$ cat src/rtl/dcs_pkg.sv
package dcs_pkg;
  typedef enum logic [1:0] {
    LANE_RUN  = 2'd0,
    LANE_PARK = 2'd1,
    LANE_WAKE = 2'd2
  } lane_st_e;

  typedef struct packed {
    logic lvl_t;
    logic lvl_c;
    logic en_t;
    logic en_c;
  } pin_s;
endpackage

$ cat src/rtl/dcs_phase_gen.sv
module dcs_phase_gen (
  input  logic clk,
  input  logic rst_n,
  output logic phase_o,
  output logic cmp_rise_o
);
  logic phase_q, phase_d;

  always_comb begin
    phase_d = ~phase_q;
  end

  always_ff @(posedge clk or negedge rst_n) begin
    if (!rst_n) phase_q <= 1'b0;
    else        phase_q <= phase_d;
  end

  // the complement leg rises on the edge that ends a high true phase
  assign phase_o    = phase_q;
  assign cmp_rise_o = phase_q;
endmodule

$ cat src/rtl/dcs_stop_filter.sv
module dcs_stop_filter #(
  parameter int N_OUT       = 4,
  parameter int SYNC_STAGES = 2
) (
  input  logic             clk,
  input  logic             rst_n,
  input  logic             cmp_rise,
  input  logic             stop_n_i,
  input  logic [N_OUT-1:0] mask_i,
  input  logic             tri_i,
  output logic             stop_acc_o,
  output logic [N_OUT-1:0] mask_lat_o,
  output logic             mode_lat_o
);
  localparam int LAST = SYNC_STAGES - 1;

  logic [SYNC_STAGES-1:0] sync_q, sync_d;
  logic                   hold_q;
  logic                   acc_q, acc_d;
  logic                   steady, take;
  logic [N_OUT-1:0]       mask_q;
  logic                   mode_q;

  always_comb begin
    sync_d[0] = stop_n_i;
    for (int k = 1; k < SYNC_STAGES; k++) sync_d[k] = sync_q[k-1];
    steady = (sync_q[LAST] == hold_q);
    acc_d  = steady ? ~sync_q[LAST] : acc_q;
    take   = acc_d & ~acc_q;
  end

  always_ff @(posedge clk or negedge rst_n) begin
    if (!rst_n) begin
      sync_q <= '1;
      hold_q <= 1'b1;
      acc_q  <= 1'b0;
    end else if (cmp_rise) begin
      sync_q <= sync_d;
      hold_q <= sync_q[LAST];
      acc_q  <= acc_d;
    end
  end

  always_ff @(posedge clk or negedge rst_n) begin
    if (!rst_n) begin
      mask_q <= '0;
      mode_q <= 1'b0;
    end else if (cmp_rise && take) begin
      mask_q <= mask_i;
      mode_q <= tri_i;
    end
  end

  assign stop_acc_o = acc_q;
  assign mask_lat_o = mask_q;
  assign mode_lat_o = mode_q;
endmodule

$ cat src/rtl/dcs_lane.sv
module dcs_lane
  import dcs_pkg::*;
(
  input  logic clk,
  input  logic rst_n,
  input  logic cmp_rise,
  input  logic phase,
  input  logic stop_acc,
  input  logic park_en,
  input  logic park_float,
  input  logic oe_force,
  output logic out_t,
  output logic out_c,
  output logic drv_t,
  output logic drv_c
);
  lane_st_e st_q, st_d;
  pin_s     pin;

  always_comb begin
    st_d = st_q;
    unique case (st_q)
      LANE_RUN:  if (cmp_rise && stop_acc && park_en) st_d = LANE_PARK;
      LANE_PARK: if (!stop_acc) begin
                   if (park_float)    st_d = LANE_WAKE;
                   else if (cmp_rise) st_d = LANE_RUN;
                 end
      LANE_WAKE: if (cmp_rise) st_d = LANE_RUN;
      default:   st_d = LANE_RUN;
    endcase
  end

  always_ff @(posedge clk or negedge rst_n) begin
    if (!rst_n) st_q <= LANE_RUN;
    else        st_q <= st_d;
  end

  always_comb begin
    pin = '0;
    if (!oe_force) begin
      unique case (st_q)
        LANE_RUN:  pin = '{lvl_t: phase, lvl_c: ~phase, en_t: 1'b1, en_c: 1'b1};
        LANE_PARK: pin = park_float ? '0 : '{lvl_t: 1'b1, lvl_c: 1'b0, en_t: 1'b1, en_c: 1'b0};
        LANE_WAKE: pin = '{lvl_t: 1'b1, lvl_c: 1'b0, en_t: 1'b1, en_c: 1'b0};
        default:   pin = '0;
      endcase
    end
  end

  assign out_t = pin.lvl_t;
  assign out_c = pin.lvl_c;
  assign drv_t = pin.en_t;
  assign drv_c = pin.en_c;
endmodule

$ cat src/rtl/dclk_stop_ctrl.sv
module dclk_stop_ctrl #(
  parameter int N_OUT       = 4,
  parameter int SYNC_STAGES = 2
) (
  input  logic             clk_ref,
  input  logic             rst_n,
  input  logic             stop_req_n,
  input  logic [N_OUT-1:0] stop_mask,
  input  logic             tri_mode,
  input  logic             oe_force,
  output logic [N_OUT-1:0] clk_t,
  output logic [N_OUT-1:0] clk_c,
  output logic [N_OUT-1:0] en_t,
  output logic [N_OUT-1:0] en_c
);
  logic             phase;
  logic             cmp_rise;
  logic             stop_acc;
  logic [N_OUT-1:0] mask_lat;
  logic             mode_lat;

  dcs_phase_gen u_phase (
    .clk        (clk_ref),
    .rst_n      (rst_n),
    .phase_o    (phase),
    .cmp_rise_o (cmp_rise)
  );

  dcs_stop_filter #(.N_OUT(N_OUT), .SYNC_STAGES(SYNC_STAGES)) u_filter (
    .clk        (clk_ref),
    .rst_n      (rst_n),
    .cmp_rise   (cmp_rise),
    .stop_n_i   (stop_req_n),
    .mask_i     (stop_mask),
    .tri_i      (tri_mode),
    .stop_acc_o (stop_acc),
    .mask_lat_o (mask_lat),
    .mode_lat_o (mode_lat)
  );

  for (genvar g = 0; g < N_OUT; g++) begin : g_lane
    dcs_lane u_lane (
      .clk        (clk_ref),
      .rst_n      (rst_n),
      .cmp_rise   (cmp_rise),
      .phase      (phase),
      .stop_acc   (stop_acc),
      .park_en    (mask_lat[g]),
      .park_float (mode_lat),
      .oe_force   (oe_force),
      .out_t      (clk_t[g]),
      .out_c      (clk_c[g]),
      .drv_t      (en_t[g]),
      .drv_c      (en_c[g])
    );
  end
endmodule

$ cat config.mk
export PLATFORM = sky130hd
export DESIGN_NAME = dclk_stop_ctrl
export DESIGN_NICKNAME = d
export VERILOG_FILES = /design/src/rtl/dcs_pkg.sv /design/src/rtl/dcs_phase_gen.sv /design/src/rtl/dcs_stop_filter.sv /design/src/rtl/dcs_lane.sv /design/src/rtl/dclk_stop_ctrl.sv
export SDC_FILE = /design/constraint.sdc
export NUM_CORES = 1
export LEC_CHECK = 0
export BUFFER_PORTS_ARGS = -buffer_cell sky130_fd_sc_hd__buf_2
export CAP_MARGIN = 10
export CORE_MARGIN = 1
export CORE_UTILIZATION = 51
export DETAILED_ROUTE_END_ITERATION = 7
export PLACE_DENSITY = 0.8
export SYNTH_ARGS = -nofsm -noshare
export SYNTH_HDL_FRONTEND = slang
export SYNTH_HIERARCHICAL = 1
export SYNTH_SLANG_ARGS = --single-unit
export TNS_END_PERCENT = 100
$ cat constraint.sdc
create_clock -name clk_ref -period 2.02 [get_ports clk_ref]
set_input_delay 0.101 -clock clk_ref [delete_from_list [all_inputs] [get_ports clk_ref]]
set_output_delay 0.101 -clock clk_ref [all_outputs]
set_load 0.02 [all_outputs]
Word-level counts from Yosys, hierarchy flattened
Index checks and enable logic that the tools add are counted.
Storage, ports and cells
  register bits: 18
  bits in latches: 0
  memory bits (writable): 0
  bits in read-only memories: 0
  input bits: 9
  output and inout port bits: 16
  word-level logic and storage cells: 75
  memories kept: 0
Cells by class
  $add $sub $neg: 0
  $mul: 0
  divide/modulo/power cells: 0
  order comparisons: 0
  equal/unequal tests: 17
  shifts and indexed selects: 0
  muxes and demuxes: 30
  bitwise gates (word level): 4
  reductions and logical operators: 14
Operator list (count)
  one-hot mux 4 bit (3 select lines): 4
  two-way mux 2 bit: 16
  one-hot mux 2 bit (3 select lines): 4
  two-way mux 4 bit: 5
  == test 2 x 1 -> 1 bit, second input constant: 4
  == test 2 bit, second input constant: 4
  logical NOT 2 bit: 4
  != test 2 x 1 -> 1 bit, second input constant: 4
  != test 2 bit, second input constant: 4
  AND reduction 2 bit: 4
  logical AND 1 bit: 6
  inverter 1 bit: 3
  AND 1 bit: 1
  == test 1 bit: 1
  two-way mux 1 bit: 1

Depth between registers and ports, before layout
  word-level depth: 4
  depth in mapped cells: 3
  depth with buffers taken out: 3

Cells and area by module
The synthesis kept the hierarchy.
Modules (own cells, without submodules)
  dcs_lane: times used 4, cells each 15, area each 143.9 µm², sequential area each 50.0 µm²
  dcs_stop_filter: times used 1, cells each 24, area each 361.6 µm², sequential area each 229.0 µm²
  dcs_phase_gen: times used 1, cells each 3, area each 36.3 µm², sequential area each 25.0 µm²

Worst setup path before layout
No wires, ideal clock.
  kind: register to output
  start: register u_phase.phase_q, in the netlist u_phase/cmp_rise_o
  end: output clk_c[0]
  arrival time: 1371 ps
  required time: 1919 ps
  path slack: 548 ps
  cell stages (with the launch flop): 3
  path buffers: 1
  cells stage by stage: dfrtp_1 buf_4 nor4_1
Between the ends
  word-level cells in the longest chain between the ends: 3
Ends and longest elaborated chain
  from (decl): RTL line dcs_phase_gen.sv:7  | logic phase_q, phase_d;
  from (signal assigned): RTL line dcs_phase_gen.sv:15  | else phase_q <= phase_d;
  inverter 1 bit: RTL line dcs_lane.sv:42  | LANE_RUN: pin = '{lvl_t: phase, lvl_c: ~phase, en_t: 1'b1, en_c: 1'b1};
  one-hot mux 4 bit (3 select lines): RTL line dcs_lane.sv:41  | unique case (st_q)
  two-way mux 4 bit: RTL line dcs_lane.sv:40  | if (!oe_force) begin
  to (decl): RTL line dclk_stop_ctrl.sv:12  | output logic [N_OUT-1:0] clk_c,
Every way passes these cells.

Final worst setup path
  start: register u_filter.mode_q, in the netlist u_filter/mode_lat_o
  end: output clk_t[3]
Between the ends
  word-level cells in the longest chain between the ends: 3
Ends and longest elaborated chain
  from (decl): RTL line dcs_stop_filter.sv:22  | logic mode_q;
  from (signal assigned): RTL line dcs_stop_filter.sv:50  | mode_q <= tri_i;
  two-way mux 4 bit: RTL line dcs_lane.sv:43  | LANE_PARK: pin = park_float ? '0 : '{lvl_t: 1'b1, lvl_c: 1'b0, en_t: 1'b1, en_c: 1'b0};
  one-hot mux 4 bit (3 select lines): RTL line dcs_lane.sv:41
  two-way mux 4 bit: RTL line dcs_lane.sv:40
  to (decl): RTL line dclk_stop_ctrl.sv:11  | output logic [N_OUT-1:0] clk_t,
Every way passes these cells.

==> impl_metrics.csv <==
group,metric,value,unit
outcome,status,"finished, final reports clean",
cells_and_area,area_growth,20.1,%
placement,dp_hpwl,1.37,mm
critical_path,worstReg2RegStart,"u_filter/stop_acc_o$_DFFE_PN0P_",
die,core_area,1760,sq um
timing,timing.hold.ws,0.0420,ns
drt,wirelength,1.91,mm
worst_hold_path,min-delay-start,"stop_mask[1]",
clock_tree,clock_latency,0.29,ns
drt,drtIter0Drc,7,
clock_tree,htreeDepth,1,
critical_path,cp-start-kind,"flop",
critical_path,critPathMaxFanout,13,
synthesis,syn_nets,96,
global_route,grt_usage,21.2,%
timing,tightest_slew,0.434,ns
cells_and_area,mostFrequentLayoutCells,"24 x buf_2, 15 x dfrtp_1, 8 x nor3_1, 8 x nand2b_1, 7 x mux2_2",
drt,viasPerCell,5.45,
critical_path,r2r_slack,0.71,ns
synthesis,yosys_warnings,6,
placement,dp.cells,137,
cells_and_area,utilization,66.2,%
worst_hold_path,hold_path_depth,2,
global_route,grt_pass1_vias,740,
timing,setup_ws,0.467,ns
cells_and_area,design_area,1170,sq um
global_route,grt_max_degree,28,
critical_path,critical_path_class,"flop to output port",
placement,dpl_cell_area,1130,sq um
timing,rsz0062_at_grt,"false",
timing,min_period,1.55,ns
clock_tree,cts_tree,"yes",
die,die_area,2090,sq um
worst_hold_path,hold_class,"input port to flop",
die,placementRows,15,
placement,gp_congestion,0.684,
cells_and_area,seq_area,454,sq um
drt,drtPass1Iterations,4,
timing,tns,0,ns
global_route,antenna_found_initial,0,
die,dieWidth,45.7,um
die,start_util,55.2,%
critical_path,end_kind,"output port",
flow_run,maxCapViolCount,0,
timing,slew_headroom,71.1,%
cells_and_area,final_cells,142,
cells_and_area,n_antenna_cell,0,
cells_and_area,multiInputGateArea,489,sq um
timing,drv_slew,0,
drt,vias,774,
cells_and_area,layout_commonest_cell,"buf_2",
timing,finClkSkew,0.00671,ns
die,fp.dieH,45.7,um
synthesis,ys_ff_latch,18,
timing,fmax,644,MHz
synthesis,synth_area_leaders,"dfrtp_1 39%, dfstp_2 8.1%, mux2_2 8.1%",
cells_and_area,fill_cells,164,
clock_tree,clockBufferDepth,2,
cells_and_area,drive_gt1_share,44.4,%
clock_tree,clock_sinks,18,
synthesis,postSynthAreaPerCell,11.2,sq um
critical_path,worstReg2RegEnd,"u_filter/mask_lat_o[3]$_DFFE_PN0P_",
power_and_ir_drop,p_total,1.18,mW
global_route,gr-total-overflow,0,
clock_tree,cts.repair.resized,0,
timing,fin_crit_sh,76.9,%
timing,setup_viol,0,
synthesis,syn_area,973,sq um
placement,post-place-ws,0.710,ns
critical_path,ff2ff_path_depth,2,
timing,hold_violations,0,
power_and_ir_drop,ir_drop,0.000615,V
clock_tree,cts.clk_slew.worst_paths,0.10,ns
synthesis,yosys.area.top_type,"dfrtp_1",
synthesis,synthCells,87,
synthesis,ys_seq_area_share,46.7,%
power_and_ir_drop,total_leakage_power,0.528,nW
synthesis,synth_cell_type_count,18,
clock_tree,cts_buffers,3,
clock_tree,root_buffer,"clkbuf_4",
drt,route.detailed.drc,0,
cells_and_area,nNetsFinal,127,
die,num_io_pins,25,
drt,ant_nets,0,
placement,io_buffers,24,
critical_path,arrival,1.45,ns
worst_hold_path,hold_end,"u_filter/mask_lat_o[1]$_DFFE_PN0P_",
synthesis,synth_top_area_share,38.6,%
global_route,grt_pass1_wl,3.12,mm
power_and_ir_drop,power.density,1010,nW/um^2
drt,wl_per_cell,13.5,um
critical_path,worstPathRequired,1.92,ns
[cells in the mapped netlist]
library cell / n
nor3_1: 8
o21ba_2: 4
nor4b_4: 1
o21a_1: 4
nand2b_1: 8
nor2_1: 4
nor4_1: 4
dfrtp_1: 15
buf_4: 1
a21oi_1: 1
dfstp_2: 3
nand4b_1: 4
nand2_1: 3
mux2_2: 7
o21ai_0: 6
o32ai_2: 4
nor3_2: 4
inv_1: 6
[layout make-up]
cell class / instances / area share (%)
Multi-Input combinational cell: 62 / 41.9
Sequential cell: 18 / 38.9
Timing Repair Buffer: 27 / 12.4
Tap cell: 25 / 2.68
Clock buffer: 4 / 2.25
Inverter: 6 / 1.93
[power by group]
part           leakage, nW  internal, mW  total [mW]  switching, mW
clock network       0.0150        0.0767       0.177          0.100
registers            0.212         0.449       0.584          0.135
logic                0.302         0.189       0.423          0.234
total                0.528         0.715        1.18          0.470
[cells by family (layout without fill, tap and decap cells)]
group	Yosys count	count (layout)	synth area share [%]
buffers and inverters	7	37	3.08
multiplexers	7	7	8.10
AO/OA/AOI/OAI	19	19	17.5
AND/OR/NAND/NOR	36	36	24.7
flip-flops	18	18	46.7
[worst max path at each step]
stage          cells after the start                                 end                       startpoint
5_1_grt                            3                            clk_t[1]  u_filter/mode_lat_o$_DFFE_PN0P_
4_1_cts                            3                            clk_t[3]  u_filter/mode_lat_o$_DFFE_PN0P_
3_5_place_dp                       2  u_filter/mask_lat_o[2]$_DFFE_PN0P_  u_filter/stop_acc_o$_DFFE_PN0P_
3_3_place_gp                       2  u_filter/mask_lat_o[1]$_DFFE_PN0P_  u_filter/stop_acc_o$_DFFE_PN0P_
2_1_floorplan                      2                            clk_c[0]     u_phase/cmp_rise_o$_DFF_PN0_
6_report                           3                            clk_t[3]  u_filter/mode_lat_o$_DFFE_PN0P_
[flip-flops by register name (all words and copies together), names as in the netlist]
name,count
u_filter/sync_q,2
u_filter/stop_acc_o,1
u_filter/mask_lat_o,4
u_filter/hold_q,1
u_filter/mode_lat_o,1
g_lane.u_lane/st_q,8
u_phase/cmp_rise_o,1
[worst max-delay path, stage by stage, from the launching register on]
cell     delay [ns]
dfrtp_1        0.54
o21a_1         0.27
nor3_2         0.16
buf_2          0.19
[routing by layer]
layer  track usage (%)  vias up  share of wire [%]
met4              5.29        0               0.52
met2              39.7       20                 52
met3              5.95        2                3.7
met1              23.2      365                 43
met5                 0        -                  0
li1                  -      387                  -
[timing repair]
item	in CTS	in global routing
endpoints found under the setup margin	0	0
endpoints found under the hold margin	15	0
buffers inserted	0	0
hold buffers	1	0
Power figures use the tool's default switching activity.
